[config.mk]
export PLATFORM = sky130hd
export DESIGN_NAME = aclk_gen
export DESIGN_NICKNAME = d
export VERILOG_FILES = /design/src/rtl/aclk_pkg.sv /design/src/rtl/aclk_ctrl.sv /design/src/rtl/aclk_dp.sv /design/src/rtl/aclk_gen.sv
export SDC_FILE = /design/constraint.sdc
export NUM_CORES = 1
export LEC_CHECK = 0
export ABC_AREA = 1
export BUFFER_PORTS_ARGS = -buffer_cell sky130_fd_sc_hd__buf_2
export CAP_MARGIN = 20
export CORE_ASPECT_RATIO = 0.5
export CORE_MARGIN = 8
export CORE_UTILIZATION = 53
export CTS_CLUSTER_SIZE = 30
export DETAILED_ROUTE_END_ITERATION = 12
export PLACE_DENSITY = 0.72
export SLEW_MARGIN = 10
export SYNTH_ARGS = -nofsm -noshare
export SYNTH_HDL_FRONTEND = slang
export SYNTH_SLANG_ARGS = --single-unit
[constraint.sdc]
create_clock -name clk -period 1.72 [get_ports clk]
set_input_delay 0.172 -clock clk [delete_from_list [all_inputs] [get_ports clk]]
set_output_delay 0.172 -clock clk [all_outputs]
set_load 0.005 [all_outputs]
[src/rtl/aclk_pkg.sv]
`timescale 1ns/1ps
package aclk_pkg;

  // Events handed from the sequencer to the output stage.
  typedef struct packed {
    logic run;       // block enabled this cycle
    logic baseRise;  // start of a base period
    logic baseFall;  // middle of a base period
    logic bitRise;   // start of a bit clock active phase
    logic bitFall;   // end of a bit clock active phase
    logic chanEnd;   // last bit of a channel finished
    logic mclkOn;    // captured master-clock mode
    logic cpolRun;   // captured idle level
  } clkStrobe_t;

endpackage

[src/rtl/aclk_ctrl.sv]
`timescale 1ns/1ps
module aclk_ctrl
  import aclk_pkg::*;
#(
  parameter int unsigned DIV_W       = 8,
  parameter int unsigned DIV_MIN     = 2,
  parameter int unsigned RATIO_SHORT = 8,
  parameter int unsigned RATIO_LONG  = 4,
  parameter int unsigned CHAN_SHORT  = 16,
  parameter int unsigned CHAN_LONG   = 32
) (
  input  logic             clk,
  input  logic             rstN,
  input  logic             enable,
  input  logic [DIV_W-1:0] divVal,
  input  logic             oddDiv,
  input  logic             mclkEn,
  input  logic             chan32,
  input  logic             cpol,
  output clkStrobe_t       strobes
);

  localparam int unsigned CNT_W = DIV_W + 1;
  localparam int unsigned RATIO_MAX = (RATIO_SHORT > RATIO_LONG) ? RATIO_SHORT : RATIO_LONG;
  localparam int unsigned PH_W = (RATIO_MAX > 1) ? $clog2(RATIO_MAX) : 1;
  localparam int unsigned CHAN_MAX = (CHAN_SHORT > CHAN_LONG) ? CHAN_SHORT : CHAN_LONG;
  localparam int unsigned BC_W = $clog2(CHAN_MAX);

  // Captured configuration
  logic [DIV_W-1:0] divQ;
  logic             oddQ;
  logic             mclkQ;
  logic             longQ;
  logic             polQ;

  always_ff @(posedge clk or negedge rstN) begin
    if (!rstN) begin
      divQ  <= '0;
      oddQ  <= 1'b0;
      mclkQ <= 1'b0;
      longQ <= 1'b0;
      polQ  <= 1'b0;
    end else if (!enable) begin
      divQ  <= divVal;
      oddQ  <= oddDiv;
      mclkQ <= mclkEn;
      longQ <= chan32;
      polQ  <= cpol;
    end
  end

  // Base period arithmetic
  logic [DIV_W-1:0] divEff;
  logic [CNT_W-1:0] periodN;
  logic [CNT_W-1:0] halfN;

  always_comb begin
    divEff  = (divQ < DIV_W'(DIV_MIN)) ? DIV_W'(DIV_MIN) : divQ;
    periodN = {divEff, 1'b0} + CNT_W'(oddQ);
    halfN   = periodN >> 1;
  end

  // Mode-dependent limits
  logic [PH_W-1:0] phLast;
  logic [PH_W-1:0] phHalf;
  logic [BC_W-1:0] bitLast;

  always_comb begin
    phLast  = longQ ? PH_W'(RATIO_LONG - 1) : PH_W'(RATIO_SHORT - 1);
    phHalf  = longQ ? PH_W'(RATIO_LONG / 2) : PH_W'(RATIO_SHORT / 2);
    bitLast = longQ ? BC_W'(CHAN_LONG - 1)  : BC_W'(CHAN_SHORT - 1);
  end

  // Counters
  logic [CNT_W-1:0] baseCnt;
  logic [PH_W-1:0]  bitPh;
  logic [BC_W-1:0]  bitCnt;

  logic baseRise;
  logic baseFall;
  logic bitRise;
  logic bitFall;
  logic chanEnd;

  always_comb begin
    baseRise = enable && (baseCnt == '0);
    baseFall = enable && (baseCnt == halfN);
    if (mclkQ) begin
      bitRise = baseRise && (bitPh == '0);
      bitFall = baseRise && (bitPh == phHalf);
    end else begin
      bitRise = baseRise;
      bitFall = baseFall;
    end
    chanEnd = bitFall && (bitCnt == bitLast);
  end

  always_ff @(posedge clk or negedge rstN) begin
    if (!rstN) begin
      baseCnt <= '0;
    end else if (!enable) begin
      baseCnt <= '0;
    end else if (baseCnt == periodN - 1'b1) begin
      baseCnt <= '0;
    end else begin
      baseCnt <= baseCnt + 1'b1;
    end
  end

  always_ff @(posedge clk or negedge rstN) begin
    if (!rstN) begin
      bitPh <= '0;
    end else if (!enable) begin
      bitPh <= '0;
    end else if (baseRise && mclkQ) begin
      bitPh <= (bitPh == phLast) ? '0 : bitPh + 1'b1;
    end
  end

  always_ff @(posedge clk or negedge rstN) begin
    if (!rstN) begin
      bitCnt <= '0;
    end else if (!enable) begin
      bitCnt <= '0;
    end else if (bitFall) begin
      bitCnt <= (bitCnt == bitLast) ? '0 : bitCnt + 1'b1;
    end
  end

  always_comb begin
    strobes.run      = enable;
    strobes.baseRise = baseRise;
    strobes.baseFall = baseFall;
    strobes.bitRise  = bitRise;
    strobes.bitFall  = bitFall;
    strobes.chanEnd  = chanEnd;
    strobes.mclkOn   = mclkQ;
    strobes.cpolRun  = polQ;
  end

  // the base counter never reaches the period it wraps at
  a_r2_cnt_in_period: assert property (@(posedge clk) disable iff (!rstN)
    enable |-> (baseCnt < periodN));

  // the bit counter stays within one channel
  a_r6_bitcnt_in_chan: assert property (@(posedge clk) disable iff (!rstN)
    enable |-> (bitCnt <= bitLast));

  // captured configuration is frozen while running
  a_r9_cfg_frozen: assert property (@(posedge clk) disable iff (!rstN)
    (enable && $past(enable)) |->
      ($stable(divQ) && $stable(oddQ) && $stable(mclkQ) && $stable(longQ) && $stable(polQ)));

endmodule

[src/rtl/aclk_dp.sv]
`timescale 1ns/1ps
module aclk_dp
  import aclk_pkg::*;
(
  input  logic       clk,
  input  logic       rstN,
  input  clkStrobe_t strobes,
  input  logic       cpolLive,
  output logic       mclkOut,
  output logic       bclkOut,
  output logic       wordSel,
  output logic       chanStrobe
);

  logic runQ;
  logic mclkQ;
  logic rawQ;
  logic wsQ;
  logic strbQ;

  always_ff @(posedge clk or negedge rstN) begin
    if (!rstN) begin
      runQ  <= 1'b0;
      mclkQ <= 1'b0;
      rawQ  <= 1'b0;
      wsQ   <= 1'b0;
      strbQ <= 1'b0;
    end else if (!strobes.run) begin
      runQ  <= 1'b0;
      mclkQ <= 1'b0;
      rawQ  <= 1'b0;
      wsQ   <= 1'b0;
      strbQ <= 1'b0;
    end else begin
      runQ <= 1'b1;
      if (strobes.baseRise && strobes.mclkOn) begin
        mclkQ <= 1'b1;
      end else if (strobes.baseFall) begin
        mclkQ <= 1'b0;
      end
      if (strobes.bitRise) begin
        rawQ <= 1'b1;
      end else if (strobes.bitFall) begin
        rawQ <= 1'b0;
      end
      if (strobes.chanEnd) begin
        wsQ <= ~wsQ;
      end
      strbQ <= strobes.chanEnd;
    end
  end

  logic polSel;
  assign polSel     = runQ ? strobes.cpolRun : cpolLive;
  assign mclkOut    = mclkQ;
  assign bclkOut    = rawQ ^ polSel;
  assign wordSel    = wsQ;
  assign chanStrobe = strbQ;

  // a channel boundary coincides with the end of an active phase
  a_r7_strobe_on_fall: assert property (@(posedge clk) disable iff (!rstN)
    chanStrobe |-> (!rawQ && $past(rawQ)));

  // the boundary strobe lasts one reference cycle
  a_r7_strobe_single: assert property (@(posedge clk) disable iff (!rstN)
    chanStrobe |=> !chanStrobe);

  // a disabled cycle leaves every output idle
  a_r8_idle_after_off: assert property (@(posedge clk) disable iff (!rstN)
    !strobes.run |=> (!mclkOut && !rawQ && !wordSel && !chanStrobe));

  // no master clock activity in direct mode
  a_r4_no_mclk_direct: assert property (@(posedge clk) disable iff (!rstN)
    (!strobes.mclkOn && !mclkOut) |=> !mclkOut);

endmodule

[src/rtl/aclk_gen.sv]
`timescale 1ns/1ps
module aclk_gen
  import aclk_pkg::*;
#(
  parameter int unsigned DIV_W       = 8,
  parameter int unsigned DIV_MIN     = 2,
  parameter int unsigned RATIO_SHORT = 8,
  parameter int unsigned RATIO_LONG  = 4,
  parameter int unsigned CHAN_SHORT  = 16,
  parameter int unsigned CHAN_LONG   = 32
) (
  input  logic             clk,
  input  logic             rstN,
  input  logic             enable,
  input  logic [DIV_W-1:0] divVal,
  input  logic             oddDiv,
  input  logic             mclkEn,
  input  logic             chan32,
  input  logic             cpol,
  output logic             mclkOut,
  output logic             bclkOut,
  output logic             wordSel,
  output logic             chanStrobe
);

  clkStrobe_t strobes;

  aclk_ctrl #(
    .DIV_W      (DIV_W),
    .DIV_MIN    (DIV_MIN),
    .RATIO_SHORT(RATIO_SHORT),
    .RATIO_LONG (RATIO_LONG),
    .CHAN_SHORT (CHAN_SHORT),
    .CHAN_LONG  (CHAN_LONG)
  ) i_ctrl (
    .clk    (clk),
    .rstN   (rstN),
    .enable (enable),
    .divVal (divVal),
    .oddDiv (oddDiv),
    .mclkEn (mclkEn),
    .chan32 (chan32),
    .cpol   (cpol),
    .strobes(strobes)
  );

  aclk_dp i_dp (
    .clk       (clk),
    .rstN      (rstN),
    .strobes   (strobes),
    .cpolLive  (cpol),
    .mclkOut   (mclkOut),
    .bclkOut   (bclkOut),
    .wordSel   (wordSel),
    .chanStrobe(chanStrobe)
  );

endmodule

## Word level (Yosys, flattened, before mapping)

Index checks and enable logic that the tools add are counted.

- Register bits: 34
- Bits in latches: 0
- Memory bits (writable): 0
- Memory bits (read-only): 0
- Bits of input ports: 15
- Word-level logic and storage cells: 64
- Memories: 0

- Add/sub/neg operators: 5
- Multipliers: 0
- Divide/modulo/power cells: 0
- Magnitude comparators: 1
- Eq/ne operators: 10
- Shift-type cells: 0
- Multiplexer cells: 25
- Bitwise operators: 2
- Reduce and logical (&&, ||, !) cells: 8

Operators with widths:

| cell | number |
|---|---|
| 5-bit two-way mux | 4 |
| 9-bit two-way mux | 2 |
| 3-bit two-way mux | 5 |
| 1-bit two-way mux | 13 |
| 9-bit by 1-bit adder with 9-bit output | 1 |
| 9-bit by 1-bit adder with 9-bit output, second input constant | 1 |
| 9-bit by 8-bit equality test with 1-bit output | 1 |
| 9-bit equality test | 1 |
| 9-bit logical NOT | 1 |
| 9-bit by 1-bit subtractor with 9-bit output, second input constant | 1 |
| 8-bit by 2-bit < comparator with 1-bit output, second input constant | 1 |
| 8-bit two-way mux | 1 |
| 3-bit equality test | 2 |
| 1-bit logical AND | 6 |
| 2-bit by 1-bit != test with 1-bit output, second input constant | 3 |
| 3-bit by 1-bit != test with 1-bit output, second input constant | 2 |
| 5-bit by 1-bit adder with 5-bit output, second input constant | 1 |
| 5-bit equality test | 1 |
| 3-bit by 1-bit adder with 3-bit output, second input constant | 1 |
| 3-bit logical NOT | 1 |
| 1-bit NOT | 1 |
| 1-bit bitwise XOR | 1 |

## Longest topological paths before layout

Gate-level depths: netlist (run 1).

- Depth after elaboration: 9
- Mapped depth: 16
- Mapped depth without buffers: 16

## By module

A second synthesis (run 1) with hierarchy kept.

- Cell total of the unflattened synthesis: 295
- Area, all modules: 2,240.9 µm²

Modules (own cells, without submodules):

| module | times used | cells each | area an instance (µm²) | sequential area each (µm²) |
|---|---|---|---|---|
| aclk_ctrl | 1 | 265 | 2,015.7 | 725.7 |
| aclk_dp | 1 | 30 | 225.2 | 125.1 |

## Least setup slack after synthesis (run 1)

Ideal clock, no wire load.

- Kind: register to register
- From: reg i_ctrl.divQ[6]
- To: reg i_ctrl.baseCnt[0]
- Arrival time: 1,755 ps
- Slack: -156 ps
- Stages on the path, launching flop included: 16
- Path buffers: 0
- Period minus slack after synthesis: 1,876 ps
- Cell sequence: dfrtp_1 -> inv_1 -> nand2_1 -> nor2_1 -> nand2_2 -> nand2_2 -> ha_1 -> xnor2_1 -> a21oi_1 -> nand2_1 -> nor2_1 -> nand2_1 -> nor2_1 -> nand3_1 -> nand2_2 -> nor2_1

- Cells in the longest elaborated chain, start to end: 7

RTL lines:

| item | RTL line | RTL |
|---|---|---|
| start: declaration | aclk_ctrl.sv:30 | `logic [DIV_W-1:0] divQ;` |
| start signal: assignment | aclk_ctrl.sv:44 | `divQ <= divVal;` |
| 8-bit by 2-bit < comparator with 1-bit output | aclk_ctrl.sv:58 | `divEff = (divQ < DIV_W'(DIV_MIN)) ? DIV_W'(DIV_MIN) : divQ;` |
| 8-bit two-way mux (*) | aclk_ctrl.sv:58 |  |
| 9-bit by 1-bit adder with 9-bit output (*) | aclk_ctrl.sv:59 | `periodN = {divEff, 1'b0} + CNT_W'(oddQ);` |
| 9-bit by 1-bit subtractor with 9-bit output (*) | aclk_ctrl.sv:103 | `end else if (baseCnt == periodN - 1'b1) begin` |
| 9-bit equality test (*) | aclk_ctrl.sv:103 |  |
| 9-bit two-way mux (*) | aclk_ctrl.sv:103 |  |
| 9-bit two-way mux (*) | aclk_ctrl.sv:101 | `end else if (!enable) begin` |
| end signal: assignment | aclk_ctrl.sv:106 | `baseCnt <= baseCnt + 1'b1;` |
| end: declaration | aclk_ctrl.sv:75 | `logic [CNT_W-1:0] baseCnt;` |

Every way passes the cells marked *; elsewhere a longest branch is shown, timed or not.
A chain may end at the register's enable or synchronous reset.

## Worst setup path after layout (run 1)

- From: reg i_ctrl.divQ[5]
- To: reg i_ctrl.baseCnt[0]

The elaborated chain is that of the path after synthesis.

==> results.json, run 1 <==
{
  "place.gp.congestion": 0.874,
  "hold_viol": 0,
  "wirelength_mm": 5.07,
  "synth-adder-area-share_pct": 3.61,
  "ys_types": 27,
  "register_area_um2": 851,
  "synth_xor_area_share_pct": 8.66,
  "p_leak_nw": 1.38,
  "die_area_mm2": 0.00631,
  "syn_inst": 278,
  "die_h_um": 60.3,
  "comb_power_share_pct": 21.6,
  "portBuffers": 18,
  "hpwl_mm": 3.55,
  "cts_tree": "done",
  "cp_common_cell": "nand2_2",
  "holdPathStages": 3,
  "drtIter0Drc": 63,
  "grt_overflow": 0,
  "p_sw_uw": 638,
  "root_buffer": "clkbuf_8",
  "drtPass1Iterations": 4,
  "syn_area_per_cell_um2": 7.48,
  "wire_per_inst_um": 13.1,
  "finalSetupViolations": 9,
  "drive_gt1_share_pct": 30.9,
  "final_common_cell": "nand2_1",
  "layout_common_cells": "nand2_1 (72), dfrtp_1 (34), buf_4 (30), inv_1 (28), nor2_1 (21)",
  "sw_frac_of_total_pct": 27.5,
  "cp.required_ps": 1900,
  "ys_seq_elements": 34,
  "worstPathCellList": "inv_2 > nand2_2 > nor2_2 > nand2_2 > nand2_4 > ha_4 > xnor2_2 > a21oi_2 > nand2_1 > nor2_2 > nand2_2 > nor2_4 > nand3_4 > nand2_4 > nor2_1",
  "regToRegSetupSlack_ps": -350,
  "yosys.area_share.simple_pct": 31.8,
  "rsz0062_at_grt": "yes",
  "syn_to_final_growth_pct": 31.8,
  "whs_endpoint": "i_ctrl.divQ[0]$_DFFE_PN0N_",
  "cap_violations": 0,
  "syn_nets": 299,
  "fin_util_pct": 71.7,
  "fin_crit_ps": 2070,
  "critPathKind": "reg -> reg",
  "viasPerCell": 4.93,
  "clkSlewWorstSetupHoldPaths_ps": 80,
  "violations": "setup timing",
  "max-vdd-ir-drop_uv": 415,
  "numCtsBuffers": 5,
  "hold_path.class": "in -> reg",
  "synth_compound_area_share_pct": 7.58,
  "synth_top_family_by_area": "simple AND/OR/NAND/NOR gates",
  "grt_util_all_layers_pct": 16.0,
  "ant_nets": 0,
  "crit_path_top_delay_cell": "dfrtp_1",
  "holdCritStartpoint": "divVal[0]",
  "finClkSkew_ps": 10.1,
  "status": "complete, but fails checks",
  "clock_sinks": 34,
  "tightest_slew_ps": 771,
  "final_cells": 387,
  "initial_utilization_pct": 54.4,
  "reg2reg_depth": 15,
  "intPower_mw": 1.68,
  "holdWs_ps": 62.4,
  "max_stage_delay_ps": 390,
  "first_global_vias": 1707,
  "start_kind": "flop",
  "insertion_delay_ps": 300,
  "grt_start_max_net_pins": 35,
  "setup_slack_ps": -347,
  "crit_path_end_kind": "flop",
  "syn_area_mm2": 0.00208,
  "power_frac_seq_pct": 38.0,
  "ctsLongestPathBuffers": 2,
  "drc": 0,
  "period_share_pct": 120,
  "nFillCells": 294,
  "yosysSeqAreaShare_pct": 40.9,
  "crit_fanout": 5,
  "timing.rr.end": "i_ctrl.baseCnt[0]$_DFF_PN0_",
  "num_vias": 1907,
  "ctsHtreeMaxLevel": 2,
  "dp_cells": 373,
  "tns_ps": -2950,
  "synth.area.mux_share_pct": 0,
  "fin_nets": 353,
  "core_region_area_mm2": 0.00382,
  "max_freq_ghz": 0.484,
  "r2r_start": "i_ctrl.divQ[5]$_DFFE_PN0N_",
  "multiInputGateArea_mm2": 0.00121,
  "die_w_um": 105,
  "num_rows": 16,
  "cp.arrival_ps": 2250,
  "io_pins": 19,
  "grt_pass1_wl_mm": 7.89,
  "antenna_found_initial": 0,
  "power_density_mw_per_mm2": 846,
  "diodes": 0,
  "p_clk_share_pct": 40.4,
  "yosysWarnings": 0,
  "drv_slew": 0,
  "slew_headroom_pct": 48.6
}
-- registers in the layout, indices dropped and copies added (netlist names) --
register         flops
i_ctrl.oddQ          1
i_ctrl.baseCnt       9
i_ctrl.bitCnt        5
i_ctrl.longQ         1
i_ctrl.bitPh         3
i_dp.wordSel         1
i_ctrl.divQ          8
i_dp.chanStrobe      1
i_dp.rawQ            1
i_ctrl.polQ          1
i_dp.runQ            1
i_ctrl.mclkQ         1
i_dp.mclkOut         1
-- worst max path at each step --
stage | start | endpoint | cells past startpoint
6_report | i_ctrl.divQ[5]$_DFFE_PN0N_ | i_ctrl.baseCnt[0]$_DFF_PN0_ | 15
5_1_grt | i_ctrl.divQ[4]$_DFFE_PN0N_ | i_ctrl.baseCnt[0]$_DFF_PN0_ | 15
4_1_cts | i_ctrl.divQ[7]$_DFFE_PN0N_ | i_ctrl.baseCnt[7]$_DFF_PN0_ | 15
3_5_place_dp | i_ctrl.divQ[5]$_DFFE_PN0N_ | i_ctrl.baseCnt[3]$_DFF_PN0_ | 15
3_3_place_gp | i_ctrl.divQ[4]$_DFFE_PN0N_ | i_ctrl.baseCnt[5]$_DFF_PN0_ | 15
2_1_floorplan | i_ctrl.divQ[4]$_DFFE_PN0N_ | i_ctrl.baseCnt[0]$_DFF_PN0_ | 15
-- power groups by stage --
stage / Combinational (mW) / Clock, mW / Sequential, mW
floorplan: 0.235 / 0 / 0.901
global placement: 0.411 / 0 / 0.892
detailed placement: 0.421 / 0 / 0.894
CTS: 0.441 / 0.945 / 0.879
global route: 0.556 / 0.976 / 0.886
finish: 0.501 / 0.936 / 0.881
-- synthesized netlist by cell type --
library cell	number	share of area, %
buf_2	1	0.24
xnor2_1	5	2.1
xor2_1	13	5.5
ha_1	6	3.6
a21oi_4	1	0.78
nand4_2	1	0.60
nand2_4	1	0.54
nor2_2	3	0.90
nand3_2	1	0.48
nand2_2	5	1.5
clkbuf_1	2	0.36
nor3_1	3	0.72
nor2_1	31	5.6
inv_2	4	0.72
o21ai_1	1	0.24
dfrtp_1	34	41
o22ai_1	1	0.30
o21ai_0	20	4.8
nand3_1	15	3.6
a21oi_1	6	1.4
inv_1	34	6.1
nor3_2	1	0.48
nand2_1	78	14
nor2_4	1	0.54
xnor3_1	1	1.1
nand4_1	8	2.4
or2_2	1	0.30
-- timing repair --
action	4_1_cts	5_1_grt
endpoints found under the setup margin	15	18
resized for setup	7	30
gates cloned	1	0
hold buffers	1	0
hold endpoints to repair	34	0
pin swaps	5	17
setup buffers	1	6
-- worst max-delay path, delay by kind of cell, from the launching register on --
| family | cells | cell delay, ps |
|---|---|---|
| adder cells (fa/ha/maj) | 1 | 210 |
| buffers and inverters | 1 | 70 |
| AO/OA/AOI/OAI | 1 | 120 |
| XOR/XNOR | 1 | 140 |
| flip-flops | 1 | 390 |
| AND/OR/NAND/NOR | 11 | 1040 |
-- routing by layer --
layer	track usage, %	up-vias	routed length (µm)
li1	-	984	-
met4	5.42	0	25
met2	27.8	33	2450
met3	3.55	3	221
met1	19.4	887	2370
met5	0	-	0
-- final cells by class --
cell class	count	share of cell area (%)
Multi-Input combinational cell	204	44.1
Sequential cell	34	31.1
Timing Repair Buffer	49	11.9
Inverter	38	5.30
Clock buffer	6	3.01
Tap cell	54	2.47
Clock inverter	2	2.19
-- cell families (layout without fill, tap and decap cells) --
kind of cell	Yosys count	after routing
and+or+nand+nor	149	150
buffers and inverters	41	95
DFF	34	34
AOI/OAI and AO/OA	29	29
xor gates and xnor gates	19	19
adders and majority gates	6	6
-- metrics by stage --
stage / setup WS, ps / instance area (µm²) / power (mW)
2_1_floorplan: -146 / 2090 / 1.14
3_3_place_gp: -252 / 2430 / 1.30
3_5_place_dp: -321 / 2430 / 1.32
4_1_cts: -333 / 2620 / 2.26
5_1_grt: -473 / 2740 / 2.42
6_report: -347 / 2740 / 2.32
No activity file was read; power rests on OpenSTA's default activity.
==> inputs of run 2 (changes only) <==
--- a/config.mk
+++ b/config.mk
@@ -6,13 +6,13 @@
 export NUM_CORES = 1
 export LEC_CHECK = 0
 export ABC_AREA = 1
-export BUFFER_PORTS_ARGS = -buffer_cell sky130_fd_sc_hd__buf_2
 export CAP_MARGIN = 20
 export CORE_ASPECT_RATIO = 0.5
 export CORE_MARGIN = 8
-export CORE_UTILIZATION = 53
+export CORE_UTILIZATION = 57
 export CTS_CLUSTER_SIZE = 30
 export DETAILED_ROUTE_END_ITERATION = 12
+export DONT_BUFFER_PORTS = 1
 export PLACE_DENSITY = 0.72
 export SLEW_MARGIN = 10
 export SYNTH_ARGS = -nofsm -noshare
==> results.json, run 2 (synthesis gave the netlist of run 1 again) <==
{
  "crit_path_top_delay_cell": "dfrtp_1",
  "reg2reg_depth": 15,
  "drtPass1Iterations": 4,
  "max_stage_delay_ps": 390,
  "crit_path_end_kind": "flop",
  "setup_slack_ps": -350,
  "die_h_um": 58.7,
  "cap_violations": 0,
  "regMostFlops": "i_ctrl.baseCnt",
  "tns_ps": -3160,
  "root_buffer": "clkbuf_8",
  "die_w_um": 101,
  "largest_reg_flops": 9,
  "hold_viol": 0,
  "finClkSkew_ps": 4.45,
  "max-vdd-ir-drop_uv": 431,
  "status": "complete, but fails checks",
  "ant_nets": 0,
  "clock_sinks": 34,
  "wire_per_inst_um": 14.3,
  "regToRegSetupSlack_ps": -350,
  "largestRegisters": "i_ctrl.baseCnt: 9 flops, i_ctrl.divQ: 8 flops, i_ctrl.bitCnt: 5 flops",
  "hold_path.class": "in -> reg",
  "num_rows": 15,
  "drive_gt1_share_pct": 26.9,
  "cp_common_cell": "nand2_2",
  "core_region_area_mm2": 0.00347,
  "portBuffers": 0,
  "grt.met1_usage_pct": 21.8,
  "antenna_found_initial": 0,
  "diodes": 0,
  "grt_pass1_wl_mm": 8.66,
  "nFillCells": 224,
  "fin_util_pct": 79.6,
  "grt_util_all_layers_pct": 18.7,
  "cp.arrival_ps": 2250,
  "worstPathCellList": "inv_2 > nand2_2 > nor2_2 > nand2_2 > nand2_2 > ha_4 > xnor2_1 > a21oi_1 > nand2_1 > nor2_1 > nand2_1 > nor2_2 > nand3_2 > nand2_4 > nor2_1",
  "period_share_pct": 120,
  "ctsLongestPathBuffers": 2,
  "grtUsageMet2_pct": 31.7,
  "fin_crit_ps": 2070,
  "pre_cts_ws_ps": -274,
  "drtIter0Drc": 85,
  "r2r_start": "i_ctrl.divQ[5]$_DFFE_PN0N_",
  "dp_cells": 349,
  "fin_nets": 344,
  "numCtsBuffers": 5,
  "place.gp.congestion": 0.912,
  "p_leak_nw": 1.36,
  "crit_fanout": 5,
  "layout_common_cells": "nand2_1 (70), dfrtp_1 (34), buf_4 (30), inv_1 (28), nor2_1 (25)",
  "cp.required_ps": 1900,
  "timing.rr.end": "i_ctrl.baseCnt[3]$_DFF_PN0_",
  "max_freq_ghz": 0.483,
  "hpwl_mm": 3.45,
  "num_vias": 1954,
  "drv_slew": 0,
  "met3_usage_pct": 6.23,
  "power_density_mw_per_mm2": 835,
  "drc": 0,
  "grt_overflow": 0,
  "busiest_layer": "met2",
  "wirelength_mm": 5.37,
  "final_common_cell": "nand2_1",
  "holdPathStages": 2,
  "cts_tree": "done",
  "viasPerCell": 5.21,
  "io_pins": 19,
  "first_global_vias": 1948,
  "tightest_slew_ps": 639,
  "syn_to_final_growth_pct": 32.9,
  "rsz0062_at_grt": "yes",
  "power.total_mw": 2.31,
  "slew_headroom_pct": 57.0,
  "final_cells": 375,
  "insertion_delay_ps": 290,
  "whs_endpoint": "i_ctrl.divQ[1]$_DFFE_PN0N_",
  "violations": "setup timing",
  "clkSlewWorstSetupHoldPaths_ps": 70,
  "start_kind": "flop",
  "initial_utilization_pct": 59.9,
  "die_area_mm2": 0.00595,
  "critPathKind": "reg -> reg",
  "ctsHtreeMaxLevel": 2,
  "grt_start_max_net_pins": 35,
  "finalSetupViolations": 15,
  "holdCritStartpoint": "divVal[1]"
}
run 2: power by group:
part           switching (mW)  internal, mW
logic                   0.275         0.218
registers              0.0388         0.844
clock network           0.314         0.618
run 2: cell type report:
class | instances | area, µm² | share of cell area, %
inverter | 38 | 145 | 5.25
clock buffer | 6 | 82.6 | 2.99
clock inverter | 2 | 60.1 | 2.17
tap | 51 | 63.8 | 2.31
sequential | 34 | 851 | 30.8
timing repair buffer | 40 | 335 | 12.1
multi-input combinational | 204 | 1220 | 44.3
run 2: timing repair:
item | CTS | global route
setup endpoints to repair | 14 | 18
cloned | 1 | 0
endpoints found under the hold margin | 42 | 0
hold buffers | 10 | 0
resized for setup | 5 | 36
pin swaps | 2 | 12
buffers inserted | 4 | 7
run 2: worst max-delay path by stage:
stage                                    start                          end  cells past startpoint
floorplan           i_ctrl.divQ[4]$_DFFE_PN0N_  i_ctrl.baseCnt[0]$_DFF_PN0_                     15
CTS                 i_ctrl.divQ[4]$_DFFE_PN0N_  i_ctrl.baseCnt[5]$_DFF_PN0_                     15
global placement    i_ctrl.divQ[4]$_DFFE_PN0N_  i_ctrl.baseCnt[8]$_DFF_PN0_                     15
global route        i_ctrl.divQ[7]$_DFFE_PN0N_  i_ctrl.baseCnt[3]$_DFF_PN0_                     15
finish              i_ctrl.divQ[5]$_DFFE_PN0N_  i_ctrl.baseCnt[3]$_DFF_PN0_                     15
detailed placement  i_ctrl.divQ[5]$_DFFE_PN0N_  i_ctrl.baseCnt[1]$_DFF_PN0_                     15
run 2: critical path: cells and delay by family, from the launching register on:
family	cells	cell delay, ps
AOI/OAI and AO/OA	1	120
DFF	1	390
xor gates and xnor gates	1	120
buffers and inverters	1	60
adders and majority gates	1	200
and+or+nand+nor	11	1070
run 2: routing by layer:
layer | up-vias | part of all wire [%]
met5 | - | 0
met4 | 0 | 1.2
met3 | 9 | 6.2
met2 | 60 | 51
met1 | 918 | 41
li1 | 967 | -
run 2: per-stage QoR:
stage / area [µm²] / hold WS, ps
final: 2760 / 9.15
after floorplan: 2090 / -124
after global routing: 2760 / -1.21
after detailed placement: 2320 / -123
after global placement: 2320 / -123
after CTS: 2620 / 1.76
